--- config.mk ---
export PLATFORM = sky130hd
export DESIGN_NAME = mash11_mod_seq
export DESIGN_NICKNAME = d
export VERILOG_FILES = /design/src/rtl/mash_seq_pkg.sv /design/src/rtl/mash_acc_stage.sv /design/src/rtl/mash_dither_lfsr.sv /design/src/rtl/mash_out_comb.sv /design/src/rtl/mash11_mod_seq.sv
export SDC_FILE = /design/constraint.sdc
export NUM_CORES = 1
export LEC_CHECK = 0
export BUFFER_PORTS_ARGS = -buffer_cell sky130_fd_sc_hd__buf_2
export CORE_UTILIZATION = 55
export DETAILED_ROUTE_END_ITERATION = 7
export GPL_TIMING_DRIVEN = 0
export PLACE_DENSITY = 0.8
export SYNTH_ARGS = -nofsm -noshare
export SYNTH_HDL_FRONTEND = slang
export SYNTH_SLANG_ARGS = --single-unit
--- constraint.sdc ---
create_clock -name clk_i -period 5.48 [get_ports clk_i]
set_input_delay 0.548 -clock clk_i [delete_from_list [all_inputs] [get_ports clk_i]]
set_output_delay 0.548 -clock clk_i [all_outputs]
set_load 0.03 [all_outputs]
--- src/rtl/mash_seq_pkg.sv ---
package mash_seq_pkg;
  typedef enum logic [1:0] {
    MOD_N  = 2'b00,
    MOD_P1 = 2'b01,
    MOD_P2 = 2'b10,
    MOD_M1 = 2'b11
  } mod_code_e;

  function automatic mod_code_e off_to_code(input logic signed [2:0] off);
    case (off)
      3'sb111: return MOD_M1;
      3'sb001: return MOD_P1;
      3'sb010: return MOD_P2;
      default: return MOD_N;
    endcase
  endfunction
endpackage

--- src/rtl/mash_acc_stage.sv ---
module mash_acc_stage #(
  parameter int W = 7
) (
  input  logic         clk_i,
  input  logic         rst_ni,
  input  logic [W-1:0] in_i,
  input  logic         cin_i,
  output logic         carry_o,
  output logic [W-1:0] res_o
);
  logic [W-1:0] acc_q;
  logic [W:0]   sum;

  assign sum     = {1'b0, acc_q} + {1'b0, in_i} + {{W{1'b0}}, cin_i};
  assign carry_o = sum[W];
  assign res_o   = sum[W-1:0];

  always_ff @(posedge clk_i or negedge rst_ni) begin
    if (!rst_ni) acc_q <= '0;
    else         acc_q <= res_o;
  end


  wrap_carry_chk: assert property (@(posedge clk_i) disable iff (!rst_ni)
    carry_o |-> (res_o <= acc_q));

  no_wrap_chk: assert property (@(posedge clk_i) disable iff (!rst_ni)
    !carry_o |-> (res_o >= acc_q));
endmodule

--- src/rtl/mash_dither_lfsr.sv ---
module mash_dither_lfsr #(
  parameter int                 LFSR_W   = 16,
  parameter logic [LFSR_W-1:0]  TAPS     = 16'hB400,
  parameter logic [LFSR_W-1:0]  FALLBACK = 16'h0001
) (
  input  logic              clk_i,
  input  logic              rst_ni,
  input  logic [LFSR_W-1:0] seed_i,
  input  logic              en_i,
  output logic              bit_o
);
  logic              seeded_q;
  logic [LFSR_W-1:0] lfsr_q;
  logic [LFSR_W-1:0] lfsr_d;
  logic              fb;

  assign fb    = ^(lfsr_q & TAPS);
  assign bit_o = en_i & seeded_q & lfsr_q[0];

  always_comb begin
    if (!seeded_q) lfsr_d = (seed_i == '0) ? FALLBACK : seed_i;
    else           lfsr_d = {lfsr_q[LFSR_W-2:0], fb};
  end

  always_ff @(posedge clk_i or negedge rst_ni) begin
    if (!rst_ni) begin
      seeded_q <= 1'b0;
      lfsr_q   <= '0;
    end else begin
      seeded_q <= 1'b1;
      lfsr_q   <= lfsr_d;
    end
  end


  lfsr_nonzero_chk: assert property (@(posedge clk_i) disable iff (!rst_ni)
    seeded_q |-> (lfsr_q != '0));

  seed_load_chk: assert property (@(posedge clk_i) disable iff (!rst_ni)
    !seeded_q |=> seeded_q);
endmodule

--- src/rtl/mash_out_comb.sv ---
module mash_out_comb
  import mash_seq_pkg::*;
(
  input  logic              clk_i,
  input  logic              rst_ni,
  input  logic              c1_i,
  input  logic              c2_i,
  output logic signed [2:0] offset_o,
  output logic [1:0]        code_o
);
  logic              c2_d_q;
  logic signed [2:0] off_d;
  logic signed [2:0] off_q;
  mod_code_e         code_q;

  assign off_d = $signed({2'b00, c1_i}) + $signed({2'b00, c2_i}) - $signed({2'b00, c2_d_q});

  always_ff @(posedge clk_i or negedge rst_ni) begin
    if (!rst_ni) begin
      c2_d_q <= 1'b0;
      off_q  <= '0;
      code_q <= MOD_N;
    end else begin
      c2_d_q <= c2_i;
      off_q  <= off_d;
      code_q <= off_to_code(off_d);
    end
  end

  assign offset_o = off_q;
  assign code_o   = code_q;

  logic past_vld_q;
  always_ff @(posedge clk_i or negedge rst_ni) begin
    if (!rst_ni) past_vld_q <= 1'b0;
    else         past_vld_q <= 1'b1;
  end


  code_m1_chk: assert property (@(posedge clk_i) disable iff (!rst_ni)
    (off_q == -3'sd1) |-> (code_q == MOD_M1));

  code_p2_chk: assert property (@(posedge clk_i) disable iff (!rst_ni)
    (off_q == 3'sd2) |-> (code_q == MOD_P2));

  off_range_chk: assert property (@(posedge clk_i) disable iff (!rst_ni)
    (off_q >= -3'sd1) && (off_q != 3'sd3));

  carry_delay_chk: assert property (@(posedge clk_i) disable iff (!rst_ni)
    past_vld_q |-> (c2_d_q == $past(c2_i)));
endmodule

--- src/rtl/mash11_mod_seq.sv ---
module mash11_mod_seq #(
  parameter int FRAC_W = 7,
  parameter int SEED_W = 16
) (
  input  logic              clk_i,
  input  logic              rst_ni,
  input  logic [FRAC_W-1:0] frac_i,
  input  logic              dith_en_i,
  input  logic [SEED_W-1:0] seed_i,
  output logic [1:0]        mod_code_o,
  output logic signed [2:0] offset_o
);
  localparam int NSTG = 2;

  logic              dith_bit;
  logic [FRAC_W-1:0] stg_in  [NSTG];
  logic              stg_cin [NSTG];
  logic              stg_c   [NSTG];
  logic [FRAC_W-1:0] stg_res [NSTG];

  mash_dither_lfsr #(.LFSR_W(SEED_W)) u_lfsr (
    .clk_i (clk_i),
    .rst_ni(rst_ni),
    .seed_i(seed_i),
    .en_i  (dith_en_i),
    .bit_o (dith_bit)
  );

  for (genvar s = 0; s < NSTG; s++) begin : g_stg
    if (s == 0) begin : g_head
      assign stg_in[s]  = frac_i;
      assign stg_cin[s] = dith_bit;
    end else begin : g_tail
      assign stg_in[s]  = stg_res[s-1];
      assign stg_cin[s] = 1'b0;
    end
    mash_acc_stage #(.W(FRAC_W)) u_acc (
      .clk_i  (clk_i),
      .rst_ni (rst_ni),
      .in_i   (stg_in[s]),
      .cin_i  (stg_cin[s]),
      .carry_o(stg_c[s]),
      .res_o  (stg_res[s])
    );
  end

  mash_out_comb u_comb (
    .clk_i   (clk_i),
    .rst_ni  (rst_ni),
    .c1_i    (stg_c[0]),
    .c2_i    (stg_c[NSTG-1]),
    .offset_o(offset_o),
    .code_o  (mod_code_o)
  );
endmodule

==> metrics.txt <==
worst-path cell chain buf_2 > buf_2 > nand3_1 > fa_1 > fa_1 > nor2b_1 > o31a_1 > mux2i_1 > nand2_1 > ha_1 > nor2_1 > nor3_1 > ha_1 > inv_1 > ha_1 > ha_1 > inv_1 > a21oi_1 > nor2_1; All-Layer GR Usage 0.2170; Via-to-Cell Ratio 5.395; Slew headroom 0.4741; CTS tree yes; die area 3603 um2; Register Area 925.9 um2; final setup margin 1.050 ns; H-Tree Depth 2; Setup Skew 0.01122 ns; Core Box Area 3128 um2; WL met2 1678 um; Detail Placement HPWL 2431 um; GR Overflow Total 0; Max Slew Vio Count 0; Netlist cell types 31; antenna cell count 0; max layer used met4; Slew @ Worst Pin 0.7889 ns; Area Overhead vs Synth 15.88%; Fillers 245; clk sinks 37; CP max FO 10; Yosys top cell by area dfrtp_1; Post-Syn Nets 197; Fin. Hold Viols 0; final setup violation count 0; global-route wire length before repair 5430 um; Setup crit start kind register; CTS max path bufs 2; clk slew on worst S/H paths 0.12 ns; Critical Setup Path Class register to register; Post-Syn Area 1852 um2; 1st-pass router iterations 4; vias in the first global route 1,269; post-synth top area share 0.5000; Critical Path AT 4.69 ns; Initial Util 0.5920; MaxCap Viol Count 0; Hold Crit Class input port to async pin; met3 wire len 135 um; die width 60.03 um; Seq cells post-synth 37; average wire per standard cell 14.00 um; hold_ws 0.2522 ns; Synth Instances 151; RSZ-0062 raised after global routing false; total power 1.498 mW; final critical-path share of the clock period 0.8084; sequential-to-total area share from yosys stat 0.5000; Syn. warnings 0; VDD IR-drop max 0.0004215 V; synthesized area per cell 12.26 um2; CP Data Required Time 5.74 ns; layout cells sized above 1 0.3069; Crit path top cell by count ha_1; Final nets 234; Routed WL 3262 um; Worst path max stage delay 0.50 ns; antenna violations before repair 0; status completed; Die Span Y 60.03 um; post-CTS sizing 0; Top Ports 31; # rows 20; hold_buf cts 0; DR vias 1,257; Iter 0 DRT Violations 77; clk_lat worst skew 0.36 ns; post-route minimum period 4.430 ns; setup TNS 0 ns; area of the multi-input gates 870.8 um2; Peak Freq 225.7 MHz; post-CTS setup buffers 0; Pwr per Cell Area 697.9 nW/um2; Clock Tree Root clkbuf_4; largest net degree at the start of global routing 38; GPL Wtd Cong 0.7026; pre-CTS setup slack 1.065 ns; Leak Pwr 1.011 nW; port bufs 30; TritonCTS Buffers 5; DRC 0; synth top area cells dfrtp_1 (50%), ha_1 (11%), mux2_2 (9.1%); endpoint type of the worst setup path register; Final ANT Viol Nets 0; met1 WL 1390 um; highest-delay cell along the critical path nor3_1
==> synthesized netlist by cell type, drive strengths merged <==
library cell	number
a2111oi	1
a211oi	2
a21o	2
a21oi	8
a221oi	1
a22oi	1
a2bb2oi	1
buf	2
conb	1
dfrtp	37
fa	4
ha	16
inv	12
mux2	15
mux2i	1
nand2	1
nand3	1
nand4	1
nor2	7
nor2b	3
nor3	6
nor4	4
o21a	2
o21ai	7
o21bai	2
o31a	2
or3	1
xnor2	7
xor2	3
==> metrics by stage <==
stage	instances	util	instance area [um2]
after floorplan	151	-	1852
after global placement	225	0.6576	2057
after detailed placement	225	0.6576	2057
after CTS	233	0.6860	2146
after global routing	233	0.6860	2146
final	233	0.6860	2146
==> power breakdown <==
group          internal, mW  switching (mW)  total, mW  leakage, nW
Combinational         0.399           0.490      0.888        0.530
Sequential            0.378          0.0292      0.407        0.436
Clock                 0.108          0.0938      0.202       0.0445
Total                 0.885           0.613       1.50         1.01
==> layout make-up <==
type                            count  share of cell area
Multi-Input combinational cell    100              0.4058
Timing Repair Buffer               30             0.06997
Inverter                           12             0.02099
Buffer                              2            0.004665
Tap cell                           44             0.02566
Clock buffer                        6             0.02391
Clock inverter                      2             0.01749
Sequential cell                    37              0.4315
==> critical path, delay by kind of cell, from the launching register on <==
kind                       cells  cell delay, ns
buffers and inverters          4            0.56
adders and majority gates      6            1.87
AOI/OAI and AO/OA              2            0.32
muxes                          1            0.20
and+or+nand+nor                6            1.04
DFF                            1            0.33
==> flip-flops by register name, summed over array words and instances (netlist names) <==
name               count
u_comb.offset_o        3
u_comb.c2_d_q          1
g_stg.u_acc.acc_q     14
u_lfsr.seeded_q        1
u_comb.code_o          2
u_lfsr.lfsr_q         16
==> path summary, 6_finish.rpt <==
check / from / endpoint / slack [ns] / depth (start not counted)
min in group clk_i: seed_i[9] / u_lfsr.lfsr_q[9] / 0.43 / 2
hold reg to reg: u_lfsr.lfsr_q[6] / u_lfsr.lfsr_q[7] / 0.49 / 1
hold / removal: rst_ni / u_lfsr.lfsr_q[12] / 0.25 / 1
setup / recovery: u_lfsr.seeded_q / u_comb.code_o[0] / 1.05 / 19
max in group asynchronous: rst_ni / u_comb.c2_d_q / 4.72 / 1
setup reg to reg: u_lfsr.seeded_q / u_comb.code_o[0] / 1.05 / 19
==> logic make-up after synthesis <==
group,Yosys count,share of synthesized area
flip-flops,37,0.5000
AO/OA/AOI/OAI,29,0.1074
AND/OR/NAND/NOR,24,0.06554
adder cells (fa/ha/maj),20,0.1514
multiplexers,16,0.09662
buffers and inverters,14,0.02973
XOR/XNOR,10,0.04730
other,1,0.002025
==> placed cells by master (no fill, tap or decap) <==
cell type / instances
a22oi_1: 1
ha_1: 16
a21oi_1: 8
buf_2: 32
nor3_1: 6
clkinvlp_4: 1
a221oi_1: 1
nor4_1: 4
nor2b_1: 3
mux2i_1: 1
a2111oi_2: 1
bufinv_16: 1
a21o_1: 1
dfrtp_1: 37
nand4_1: 1
o31a_1: 2
fa_1: 4
or3_1: 1
o21a_1: 2
clkbuf_8: 1
xor2_1: 3
nand3_1: 1
o21bai_1: 2
a21o_2: 1
mux2_2: 15
clkbuf_4: 5
a211oi_2: 1
a2bb2oi_1: 1
inv_1: 12
nand2_1: 1
conb_1: 1
a211oi_1: 1
nor2_1: 7
o21ai_0: 7
xnor2_1: 7
==> per-layer routing <==
metal | global-route usage | vias up
met5 | 0 | -
met4 | 0.07973 | 0
met3 | 0.07792 | 6
met2 | 0.3873 | 31
met1 | 0.2342 | 612
li1 | - | 608
(Power assumes the default switching activity.)
